## src/rtl/oc_pkg.sv

```systemverilog
package oc_pkg;
  typedef enum logic [1:0] {
    ACT_HOLD = 2'b00,
    ACT_SET  = 2'b01,
    ACT_CLR  = 2'b10,
    ACT_TGL  = 2'b11
  } oc_act_e;

  localparam int unsigned ADR_CTRL = 0;
  localparam int unsigned ADR_ACT  = 1;
  localparam int unsigned ADR_FLAG = 2;
  localparam int unsigned ADR_EN   = 3;
  localparam int unsigned ADR_CMP0 = 4;
endpackage

```

## src/rtl/oc_regs.sv

```systemverilog
module oc_regs #(
  parameter int unsigned N_CH   = 4,
  parameter int unsigned CNT_W  = 16,
  parameter int unsigned ADDR_W = 3,
  parameter int unsigned DATA_W = 16
) (
  input  logic                  clk,
  input  logic                  rst_n,
  input  logic                  wr_en,
  input  logic [ADDR_W-1:0]     wr_addr,
  input  logic [DATA_W-1:0]     wr_data,
  input  logic [ADDR_W-1:0]     rd_addr,
  input  logic [N_CH-1:0]       match,
  output logic [DATA_W-1:0]     rd_data,
  output logic [N_CH-1:0]       lvl_q,
  output logic                  lead_q,
  output logic [2*N_CH-1:0]     act_q,
  output logic [N_CH-1:0]       en_q,
  output logic [N_CH-1:0]       flag_q,
  output logic [N_CH*CNT_W-1:0] cmp_q
);
  import oc_pkg::*;

  logic ctrl_we, act_we, flag_we, en_we;
  logic [N_CH-1:0] cmp_we;
  logic [N_CH-1:0] flag_d;

  always_comb begin
    ctrl_we = wr_en && (wr_addr == ADDR_W'(ADR_CTRL));
    act_we  = wr_en && (wr_addr == ADDR_W'(ADR_ACT));
    flag_we = wr_en && (wr_addr == ADDR_W'(ADR_FLAG));
    en_we   = wr_en && (wr_addr == ADDR_W'(ADR_EN));
    for (int i = 0; i < N_CH; i++) begin
      cmp_we[i] = wr_en && (wr_addr == ADDR_W'(ADR_CMP0 + i));
    end
  end

  always_comb begin
    flag_d = flag_q;
    if (flag_we) flag_d = flag_d & ~wr_data[N_CH-1:0];
    flag_d = flag_d | match;
  end

  always_ff @(posedge clk or negedge rst_n) begin
    if (!rst_n) begin
      lvl_q  <= '0;
      lead_q <= 1'b0;
      act_q  <= '0;
      en_q   <= '0;
      flag_q <= '0;
    end else begin
      if (ctrl_we) begin
        lvl_q  <= wr_data[N_CH-1:0];
        lead_q <= wr_data[N_CH];
      end
      if (act_we) act_q <= wr_data[2*N_CH-1:0];
      if (en_we)  en_q  <= wr_data[N_CH-1:0];
      flag_q <= flag_d;
    end
  end

  for (genvar g = 0; g < N_CH; g++) begin : g_cmp
    always_ff @(posedge clk or negedge rst_n) begin
      if (!rst_n) begin
        cmp_q[g*CNT_W +: CNT_W] <= '0;
      end else if (cmp_we[g]) begin
        cmp_q[g*CNT_W +: CNT_W] <= wr_data[CNT_W-1:0];
      end
    end
  end

  always_comb begin
    rd_data = '0;
    case (int'(rd_addr))
      ADR_CTRL: begin
        rd_data[N_CH-1:0] = lvl_q;
        rd_data[N_CH]     = lead_q;
      end
      ADR_ACT:  rd_data[2*N_CH-1:0] = act_q;
      ADR_FLAG: rd_data[N_CH-1:0]   = flag_q;
      ADR_EN:   rd_data[N_CH-1:0]   = en_q;
      default: begin
        for (int i = 0; i < N_CH; i++) begin
          if (int'(rd_addr) == ADR_CMP0 + i) rd_data[CNT_W-1:0] = cmp_q[i*CNT_W +: CNT_W];
        end
      end
    endcase
  end
endmodule

```

## src/rtl/oc_channel.sv

```systemverilog
module oc_channel #(
  parameter int unsigned CNT_W = 16
) (
  input  logic             clk,
  input  logic             rst_n,
  input  logic [CNT_W-1:0] cnt,
  input  logic [CNT_W-1:0] cmp,
  input  logic [1:0]       act,
  input  logic             lvl,
  output logic             match,
  output logic             pin
);
  import oc_pkg::*;

  logic pin_d;

  always_comb begin
    match = (cnt == cmp);
    pin_d = pin;
    case (oc_act_e'(act))
      ACT_HOLD: pin_d = lvl;
      ACT_SET:  if (match) pin_d = 1'b1;
      ACT_CLR:  if (match) pin_d = 1'b0;
      ACT_TGL:  if (match) pin_d = ~pin;
      default:  pin_d = pin;
    endcase
  end

  always_ff @(posedge clk or negedge rst_n) begin
    if (!rst_n) pin <= 1'b0;
    else        pin <= pin_d;
  end
endmodule

```

## src/rtl/oc_irq.sv

```systemverilog
module oc_irq #(
  parameter int unsigned N_CH = 4
) (
  input  logic            clk,
  input  logic            rst_n,
  input  logic [N_CH-1:0] flag,
  input  logic [N_CH-1:0] en,
  output logic            irq
);
  logic irq_d;

  always_comb irq_d = |(flag & en);

  always_ff @(posedge clk or negedge rst_n) begin
    if (!rst_n) irq <= 1'b0;
    else        irq <= irq_d;
  end
endmodule

```

## src/rtl/oc_unit.sv

```systemverilog
module oc_unit #(
  parameter int unsigned N_CH   = 4,
  parameter int unsigned CNT_W  = 16,
  parameter int unsigned ADDR_W = 3,
  parameter int unsigned DATA_W = 16
) (
  input  logic              clk,
  input  logic              rst_n,
  input  logic [CNT_W-1:0]  tmr_cnt,
  input  logic              wr_en,
  input  logic [ADDR_W-1:0] wr_addr,
  input  logic [DATA_W-1:0] wr_data,
  input  logic [ADDR_W-1:0] rd_addr,
  output logic [DATA_W-1:0] rd_data,
  output logic [N_CH-1:0]   oc_pin,
  output logic              irq
);
  localparam int unsigned CMP_BITS = N_CH * CNT_W;

  logic [N_CH-1:0]     lvl_q, en_q, flag_q, match;
  logic                lead_q;
  logic [2*N_CH-1:0]   act_q;
  logic [CMP_BITS-1:0] cmp_q;

  oc_regs #(.N_CH(N_CH), .CNT_W(CNT_W), .ADDR_W(ADDR_W), .DATA_W(DATA_W)) u_regs (
    .clk(clk), .rst_n(rst_n), .wr_en(wr_en), .wr_addr(wr_addr), .wr_data(wr_data),
    .rd_addr(rd_addr), .match(match), .rd_data(rd_data), .lvl_q(lvl_q),
    .lead_q(lead_q), .act_q(act_q), .en_q(en_q), .flag_q(flag_q), .cmp_q(cmp_q)
  );

  for (genvar g = 0; g < N_CH; g++) begin : g_ch
    logic [CNT_W-1:0] eff_cmp;
    logic [1:0]       eff_act;
    logic             eff_lvl;
    if (g == 0) begin : g_lead
      assign eff_cmp = cmp_q[0 +: CNT_W];
      assign eff_act = act_q[1:0];
      assign eff_lvl = lvl_q[0];
    end else begin : g_follow
      assign eff_cmp = lead_q ? cmp_q[0 +: CNT_W] : cmp_q[g*CNT_W +: CNT_W];
      assign eff_act = lead_q ? act_q[1:0]        : act_q[2*g +: 2];
      assign eff_lvl = lead_q ? lvl_q[0]          : lvl_q[g];
    end
    oc_channel #(.CNT_W(CNT_W)) u_ch (
      .clk(clk), .rst_n(rst_n), .cnt(tmr_cnt), .cmp(eff_cmp), .act(eff_act),
      .lvl(eff_lvl), .match(match[g]), .pin(oc_pin[g])
    );
  end

  oc_irq #(.N_CH(N_CH)) u_irq (
    .clk(clk), .rst_n(rst_n), .flag(flag_q), .en(en_q), .irq(irq)
  );
endmodule

```

## config.mk

```make
export PLATFORM = sky130hd
export DESIGN_NAME = oc_unit
export DESIGN_NICKNAME = d
export VERILOG_FILES = /design/src/rtl/oc_pkg.sv /design/src/rtl/oc_regs.sv /design/src/rtl/oc_channel.sv /design/src/rtl/oc_irq.sv /design/src/rtl/oc_unit.sv
export SDC_FILE = /design/constraint.sdc
export NUM_CORES = 1
export LEC_CHECK = 0
export ABC_AREA = 1
export ABC_CLOCK_PERIOD_IN_PS = 1300
export BUFFER_PORTS_ARGS = -buffer_cell sky130_fd_sc_hd__buf_2
export CELL_PAD_IN_SITES_DETAIL_PLACEMENT = 1
export CELL_PAD_IN_SITES_GLOBAL_PLACEMENT = 2
export CORE_MARGIN = 3
export CORE_UTILIZATION = 29
export DETAILED_ROUTE_END_ITERATION = 7
export GPL_TIMING_DRIVEN = 0
export PLACE_DENSITY = 0.76
export SYNTH_ARGS = -nofsm -noshare
export SYNTH_HDL_FRONTEND = slang
export SYNTH_SLANG_ARGS = --single-unit
```

## constraint.sdc

```tcl
create_clock -name clk -period 1.3 [get_ports clk]
set_input_delay 0.065 -clock clk [delete_from_list [all_inputs] [get_ports clk]]
set_output_delay 0.065 -clock clk [all_outputs]
set_load 0.03 [all_outputs]
```

After elaboration in Yosys (flattened, before gate mapping):

Index checks and enable logic that the tools add are counted.
Widths: inputs -> output; s select.

* logic and storage cells: 120
* register bits: 90

* reductions and logical operators: 22
* bitwise logic cells: 8
* multiplexer cells: 34
* equality and inequality tests: 42

Operators with widths (count)
* $mux 16: 7
* $eq 16x16->1: 4
* $eq 3x3->1 const B: 8
* $ne 2x1->1 const B: 12
* $eq 2x2->1 const B: 8
* $pmux 1 s4: 4
* $pmux 4 s4: 1
* $mux 1: 15
* $eq 3x2->1 const B: 4
* $reduce_and 3->1: 4
* $and 4x4->4: 2
* $eq 2x1->1 const B: 4
* $logic_and 1x1->1: 8
* $logic_not 2->1: 4
* $mux 8: 1
* $reduce_or 4->1: 2
* $eq 3x1->1 const B: 2
* $logic_not 3->1: 2
* $mux 2: 3
* $pmux 3 s2: 1
* $mux 4: 1
* $not 1->1: 4
* $not 4->4: 1
* $or 4x4->4: 1
* 3 further kinds: 3

Longest topological paths before layout:

Gate-level depths: netlist (run 1).

* depth in word-level cells: 6
* mapped depth: 14
* mapped depth without buffers: 13

Hierarchy:

From an unflattened synthesis (run 1), not the netlist that was laid out.

* cells, all modules: 1050
* area total of the unflattened synthesis: 6184.7 µm²

By module, submodules not included
* oc_regs: instances 1, area each 3932.5 µm², cells an instance 494
* oc_channel: instances 4, area each 404.1 µm², cells an instance 101
* oc_unit: instances 1, area each 576.8 µm², cells an instance 142
* oc_irq: instances 1, area each 58.8 µm², cells an instance 10

Worst setup path after synthesis (run 1):

OpenSTA, ideal clock, no wires.

* path kind: input -> output
* from: input port rd_addr[2]
* to: output port rd_data[14]
* buffers on the path: 2
* stages: 6
* data required time: 1.235 ns
* data arrival time: 1.558 ns
* slack: -0.323 ns
* cell sequence: buf_2 -> inv_1 -> nor2_1 -> buf_2 -> inv_1 -> o21ai_0

* longest elaborated chain between the ends: 6
* elaborated cells on any way between the ends: 14
* those cells by class: eq/ne: 7; mux: 5; reduce/logical: 2

RTL lines
* start: declaration: line oc_unit.sv:13 `input logic [ADDR_W-1:0] rd_addr,`
* $eq 3x3->1: line oc_regs.sv:84 `if (int'(rd_addr) == ADR_CMP0 + i) rd_data[CNT_W-1:0] = cmp_q[i*CNT_W +: CNT_W];`
* $mux 16 (4 in a row): line oc_regs.sv:84
* $mux 8 *: line oc_regs.sv:74 `case (int'(rd_addr))`
* end: declaration: line oc_unit.sv:14 `output logic [DATA_W-1:0] rd_data,`

Every way passes the cells marked *; elsewhere a longest branch is shown, timed or not.

Final worst setup path (run 1):

* from: register u_regs.lead_q
* to: register g_ch[3].u_ch.pin

* longest elaborated chain between the ends: 4
* elaborated cells on any way between the ends: 13
* those cells by class: eq/ne: 7; mux: 4; reduce/logical: 2

RTL lines
* start: declaration: line oc_regs.sv:16 `output logic lead_q,`
* start signal: assignment: line oc_regs.sv:54 `lead_q <= wr_data[N_CH];`
* $mux 16 / $mux 2 (equally long branches): line oc_unit.sv:40, oc_unit.sv:41
* $eq 16x16->1 (tied with other cells): line oc_channel.sv:18 `match = (cnt == cmp);`
* $ne 2x1->1 (no source line)
* $reduce_and 3->1 (no source line)
* end signal: assignment: line oc_channel.sv:31 `else pin <= pin_d;`
* end: declaration: line oc_channel.sv:11 `output logic pin`

Several ways; a longest one is shown, not always the timed one.
A chain may end at the register's enable or synchronous reset.

==> impl_metrics.json, run 1 <==
{
  "status": "complete, but fails checks",
  "violations": "setup timing",
  "drv_slew": 0,
  "yosys_warnings": 0,
  "fin_crit_sh_pct": 136,
  "grt_pass1_wl_um": 38200,
  "vias": 6234,
  "via_per_inst": 5.17,
  "finalHoldViolations": 0,
  "ys_types": 23,
  "initial_core_util_pct": 29.7,
  "gr-total-overflow": 0,
  "core-area_um2": 18800,
  "dp.cells": 1138,
  "cp_common_cell": "nand2_1",
  "cts.reportedPaths.clkPinSlew_ps": 70,
  "syn_avg_cell_area_um2": 6.60,
  "critPathKind": "reg2reg",
  "antenna_found_initial": 0,
  "finClkSkew_ps": 6.64,
  "critPathMaxStageDelay_ps": 450,
  "powerDensity_nw_per_um2": 1430,
  "grt_pass1_vias": 6485,
  "ys_seq_elements": 90,
  "synth_seq_area_share_pct": 40.4,
  "crit_arrival_ps": 2070,
  "setup_violations": 24,
  "leakage_nw": 4.05,
  "portBuffers": 60,
  "ctsHtreeMaxLevel": 3,
  "layout_setup_ws_ps": -473,
  "crit_buf_inv": 3,
  "path_max_fanout": 10,
  "drc": 0,
  "die_w_um": 145,
  "cts_tree": "yes",
  "syn-num-nets": 884,
  "startpoint_type": "flop",
  "antenna_cells": 0,
  "drive_gt1_share_pct": 29.0,
  "cts_root_buf": "clkbuf_16",
  "clock_latency_ps": 350,
  "clock_path_buffers": 2,
  "rows": 50,
  "ff2ff_setup_slack_ps": -470,
  "place_congestion": 0.841,
  "final_cell_area_um2": 7920,
  "hp-start": "wr_data[0]",
  "drtIter0Drc": 378,
  "die_h_um": 145,
  "drt-total-wl_um": 24800,
  "syn_area_um2": 5570,
  "dp_hpwl_um": 17200,
  "worstReg2RegStart": "u_regs.lead_q",
  "fmaxAchievable_mhz": 564,
  "final.fill_count": 2342,
  "cp-end-kind": "flop",
  "critPathSlowestCell": "dfrtp_2",
  "final_common_cell": "nand2_1",
  "nNetsFinal": 1008,
  "irDropWorstVdd_mv": 1.08,
  "crit_start": "u_regs.lead_q",
  "min_period_ps": 1770,
  "worstMarginPinSlew_ps": 820,
  "mostFrequentLayoutCells": "296 x nand2_1, 81 x o21ai_0, 81 x dfrtp_1, 71 x inv_1, 56 x nand3_1",
  "drv_cap": 0,
  "grt_max_degree": 56,
  "dr.pass1.iters": 5,
  "synth_cells": 843,
  "min_path_type": "in2reg",
  "crit_chain": "inv_4 -> buf_12 -> clkbuf_16 -> nand2_1 -> nand2_1 -> nand2_1 -> nand2_1 -> nor2_1 -> nand2_1 -> nor2_4 -> nand2_4 -> nand2_2 -> nand2_1 -> nand2_1",
  "relSlewSlack_pct": 45.3,
  "cts_buffers": 9,
  "grt_usage_pct": 24.7,
  "stdcell_count": 1206,
  "postRouteAntennaNets": 0,
  "routedWlPerCell_um": 20.6,
  "pre_cts_ws_ps": -1130,
  "rsz0062_at_grt": "true",
  "placed_area_um2": 6340,
  "die_area_um2": 20900,
  "clock-sinks": 90,
  "crit_required_ps": 1600,
  "ios": 62,
  "crit_family": "simple AND/OR/NAND/NOR gates",
  "area_growth_pct": 42.2
}
## sequential cells by signal, summed over array words and instances (netlist names)
signal / cells
u_regs.lead_q: 1
u_regs.act_q: 8
u_regs.cmp_q: 64
u_regs.flag_q: 4
u_regs.en_q: 4
g_ch.u_ch.pin: 4
u_regs.lvl_q: 4
u_irq.irq: 1
## tightest hold or removal path: stages
cell and delay, ps:
buf_2 70, inv_1 110, a21oi_1 150
## kinds of logic after synthesis
family	synth area share, %
buf+inv	8.18
flops	40.4
simple gates	34.5
xor+xnor	2.20
compound gates	14.7
## per-layer routing
| metal | up-vias | part of all wire, % | global-route usage (%) |
|---|---|---|---|
| met5 | - | 0 | 0 |
| met4 | 0 | 2.9 | 8.00 |
| met3 | 36 | 5.6 | 3.80 |
| met2 | 162 | 46 | 39.2 |
| met1 | 3061 | 45 | 34.5 |
| li1 | 2975 | - | - |
## power breakdown
part           leakage [nW]  internal, mW  switching, mW
clock                 0.165          1.84           1.18
combinational          2.77          1.82           2.52
sequential             1.11          3.35          0.592
total                  4.05          7.01           4.29
## repair_timing
action                     in CTS  in global routing
hold endpoints to repair       44                  0
cloned                          5                  0
buffers inserted               28                 10
setup endpoints to repair      40                 40
pin swaps                      51                 47
resized for setup             156                 59
hold buffers                   10                  0
## synth_stat cells (all sizes together)
master	count	area (um^2)
nand3	73	365
a21oi	30	150
o22ai	9	56.3
nor2	45	169
a211oi	1	7.51
o21ai	88	440
xnor2	12	105
nand2	349	1310
nand4	9	56.3
clkbuf	16	60.1
o2111ai	3	26.3
xor2	2	17.5
a22oi	3	22.5
inv	81	304
buf	16	91.3
dfrtp	90	2250
nor3	3	20.0
a221oi	7	61.3
a32oi	6	52.6
## final cells by class
| type | instances | area [um^2] | share of cell area [%] |
|---|---|---|---|
| Tap cell | 234 | 293 | 3.70 |
| Multi-Input combinational cell | 640 | 3410 | 43.1 |
| Inverter | 81 | 319 | 4.03 |
| Buffer | 32 | 320 | 4.05 |
| Clock inverter | 4 | 72.6 | 0.917 |
| Timing Repair Buffer | 113 | 970 | 12.2 |
| Sequential cell | 90 | 2260 | 28.6 |
| Clock buffer | 12 | 267 | 3.37 |
## final timing paths
kind,cells after the start,end
worst min-delay path,3,u_regs.cmp_q[48]
min in group asynchronous,2,g_ch[1].u_ch.pin
max in group asynchronous,3,u_regs.cmp_q[15]
worst min register to register,2,u_regs.en_q[3]
worst max register to register,14,g_ch[3].u_ch.pin
worst max-delay path,14,g_ch[3].u_ch.pin
## per-stage QoR
stage          power [mW]  setup TNS (ps)  hold WS (ps)  utilization [%]
2_1_floorplan        6.15            -316          -231                -
3_3_place_gp         7.21         -113050           289             33.6
3_5_place_dp         7.29          -36580          86.1             33.8
4_1_cts              11.1           -4400          52.4             40.9
5_1_grt              12.0           -6010           105             42.2
6_report             11.3           -4540          85.5             42.2
(Power assumes the default switching activity.)
==> run 2: changes to the inputs <==
--- a/config.mk
+++ b/config.mk
@@ -6,7 +6,7 @@
 export NUM_CORES = 1
 export LEC_CHECK = 0
 export ABC_AREA = 1
-export ABC_CLOCK_PERIOD_IN_PS = 1300
+export ABC_CLOCK_PERIOD_IN_PS = 1480
 export BUFFER_PORTS_ARGS = -buffer_cell sky130_fd_sc_hd__buf_2
 export CELL_PAD_IN_SITES_DETAIL_PLACEMENT = 1
 export CELL_PAD_IN_SITES_GLOBAL_PLACEMENT = 2
==> constraint.sdc (replaced) <==
create_clock -name clk -period 1.48 [get_ports clk]
set_input_delay 0.074 -clock clk [delete_from_list [all_inputs] [get_ports clk]]
set_output_delay 0.074 -clock clk [all_outputs]
set_load 0.03 [all_outputs]
==> impl_metrics.json, run 2 (synthesized netlist as in run 1, its figures left out) <==
{
  "drv_slew": 0,
  "postRouteAntennaNets": 0,
  "crit_chain": "buf_6 -> nand2_2 -> nand2_1 -> nand2_1 -> nand2_1 -> nand2_1 -> inv_1 -> nand2_2 -> nor2_4 -> nand2_4 -> nand2_2 -> nand2_1 -> nand2_1",
  "crit_family": "simple AND/OR/NAND/NOR gates",
  "status": "complete, but fails checks",
  "min_path_type": "in2reg",
  "cp_common_cell": "nand2_1",
  "finalHoldViolations": 0,
  "ios": 62,
  "die_h_um": 145,
  "fin_crit_sh_pct": 119,
  "worstMarginPinSlew_ps": 889,
  "clock_path_buffers": 2,
  "crit_required_ps": 1780,
  "core-area_um2": 18800,
  "largest_register_ffs": 64,
  "powerDensity_nw_per_um2": 1230,
  "grt_usage_pct": 23.8,
  "finClkSkew_ps": 8.61,
  "place_congestion": 0.836,
  "crit_arrival_ps": 2060,
  "dp_hpwl_um": 17200,
  "crit_buf_inv": 2,
  "die_w_um": 145,
  "leakage_nw": 4.00,
  "total_power_mw": 9.58,
  "min_period_ps": 1760,
  "nNetsFinal": 1004,
  "fin_setup_tns_ps": -1730,
  "drt-total-wl_um": 24600,
  "portBuffers": 60,
  "grt_pass1_vias": 6296,
  "area_growth_pct": 39.5,
  "grt_max_degree": 53,
  "violations": "setup timing",
  "startpoint_type": "flop",
  "routedWlPerCell_um": 20.5,
  "die_area_um2": 20900,
  "initial_core_util_pct": 29.7,
  "rows": 50,
  "vias": 6192,
  "drc": 0,
  "critPathKind": "reg2reg",
  "antenna_found_initial": 0,
  "fin_util_pct": 41.4,
  "dr.pass1.iters": 5,
  "setup_violations": 11,
  "antenna_cells": 0,
  "cts_tree": "yes",
  "irDropWorstVdd_mv": 0.959,
  "gr-total-overflow": 0,
  "via_per_inst": 5.15,
  "drtIter0Drc": 333,
  "mostFrequentLayoutCells": "296 x nand2_1, 82 x o21ai_0, 81 x dfrtp_1, 69 x inv_1, 62 x nand3_1",
  "reg_top3": "u_regs.cmp_q: 64 flops, u_regs.act_q: 8 flops",
  "pre_cts_ws_ps": -820,
  "drive_gt1_share_pct": 27.4,
  "cts.reportedPaths.clkPinSlew_ps": 70,
  "path_max_fanout": 10,
  "final_common_cell": "nand2_1",
  "hold_slack_ps": 60.4,
  "largest-register": "u_regs.cmp_q",
  "clock_latency_ps": 360,
  "cts_root_buf": "clkbuf_16",
  "grt_pass1_wl_um": 36800,
  "clock-sinks": 90,
  "critPathMaxStageDelay_ps": 440,
  "relSlewSlack_pct": 40.8,
  "cts_buffers": 9,
  "cp-end-kind": "flop",
  "layout_setup_ws_ps": -282,
  "critPathSlowestCell": "dfrtp_2",
  "ctsHtreeMaxLevel": 3,
  "fmaxAchievable_mhz": 568,
  "rsz0062_at_grt": "true",
  "drv_cap": 0
}
[run 2: cell count changes in the layout (fill, tap and decap cells not counted), moves of 5 or more]
cell	delta
nand3_2	-6
nand2_2	-7
buf_4	+5
buf_6	-6
nand3_1	+6
clkbuf_1	+5
[run 2: report_power, final]
part | switching [mW] | leakage, nW | internal (mW)
registers | 0.519 | 1.11 | 2.95
clock network | 1.09 | 0.139 | 1.31
logic | 2.22 | 2.75 | 1.49
[run 2: worst min-delay path: stages]
cell and delay, ps:
buf_2 80, inv_1 100, a21oi_1 140
[run 2: layout make-up]
| cell class | count | area [um^2] |
|---|---|---|
| plain buffers | 30 | 275 |
| clock buffers | 10 | 229 |
| clock inverters | 6 | 67.6 |
| fillers | 2373 | 11000 |
| inverters | 81 | 319 |
| multi-input cells | 640 | 3420 |
| flip-flops and latches | 90 | 2260 |
| well taps | 234 | 293 |
| repair buffers | 111 | 900 |
[run 2: metrics by stage]
stage | instances | instance area [um^2]
floorplan | 843 | 5600
global placement | 1137 | 6190
detailed placement | 1138 | 6220
CTS | 1187 | 7270
global route | 1202 | 7770
finish | 1202 | 7770
[run 2: path summary, 6_finish.rpt]
path	start	to	slack [ps]	cells past startpoint
min in group asynchronous	rst_n	g_ch[3].u_ch.pin	240	2
worst min-delay path	wr_data[6]	u_regs.cmp_q[54]	60	3
worst max register to register	u_regs.lead_q	g_ch[3].u_ch.pin	-280	13
max in group asynchronous	rst_n	u_regs.cmp_q[9]	550	3
worst max-delay path	u_regs.lead_q	g_ch[3].u_ch.pin	-280	13
worst min register to register	u_regs.en_q[2]	u_regs.en_q[2]	490	2
[run 2: repair_timing]
action,in CTS,in global routing
pin swaps,34,37
cloned,2,2
hold endpoints to repair,47,0
hold buffers,10,0
setup buffers,21,16
endpoints found under the setup margin,36,32
gates resized for setup,131,116
[run 2: routing by layer]
layer  vias to the layer above  part of all wire [%]  global-route usage, %
met2                       138                    47                   38.5
met5                         -                     0                      0
li1                       2977                     -                      -
met3                        31                   4.4                   3.94
met4                         0                   2.5                   6.92
met1                      3046                    46                   32.9
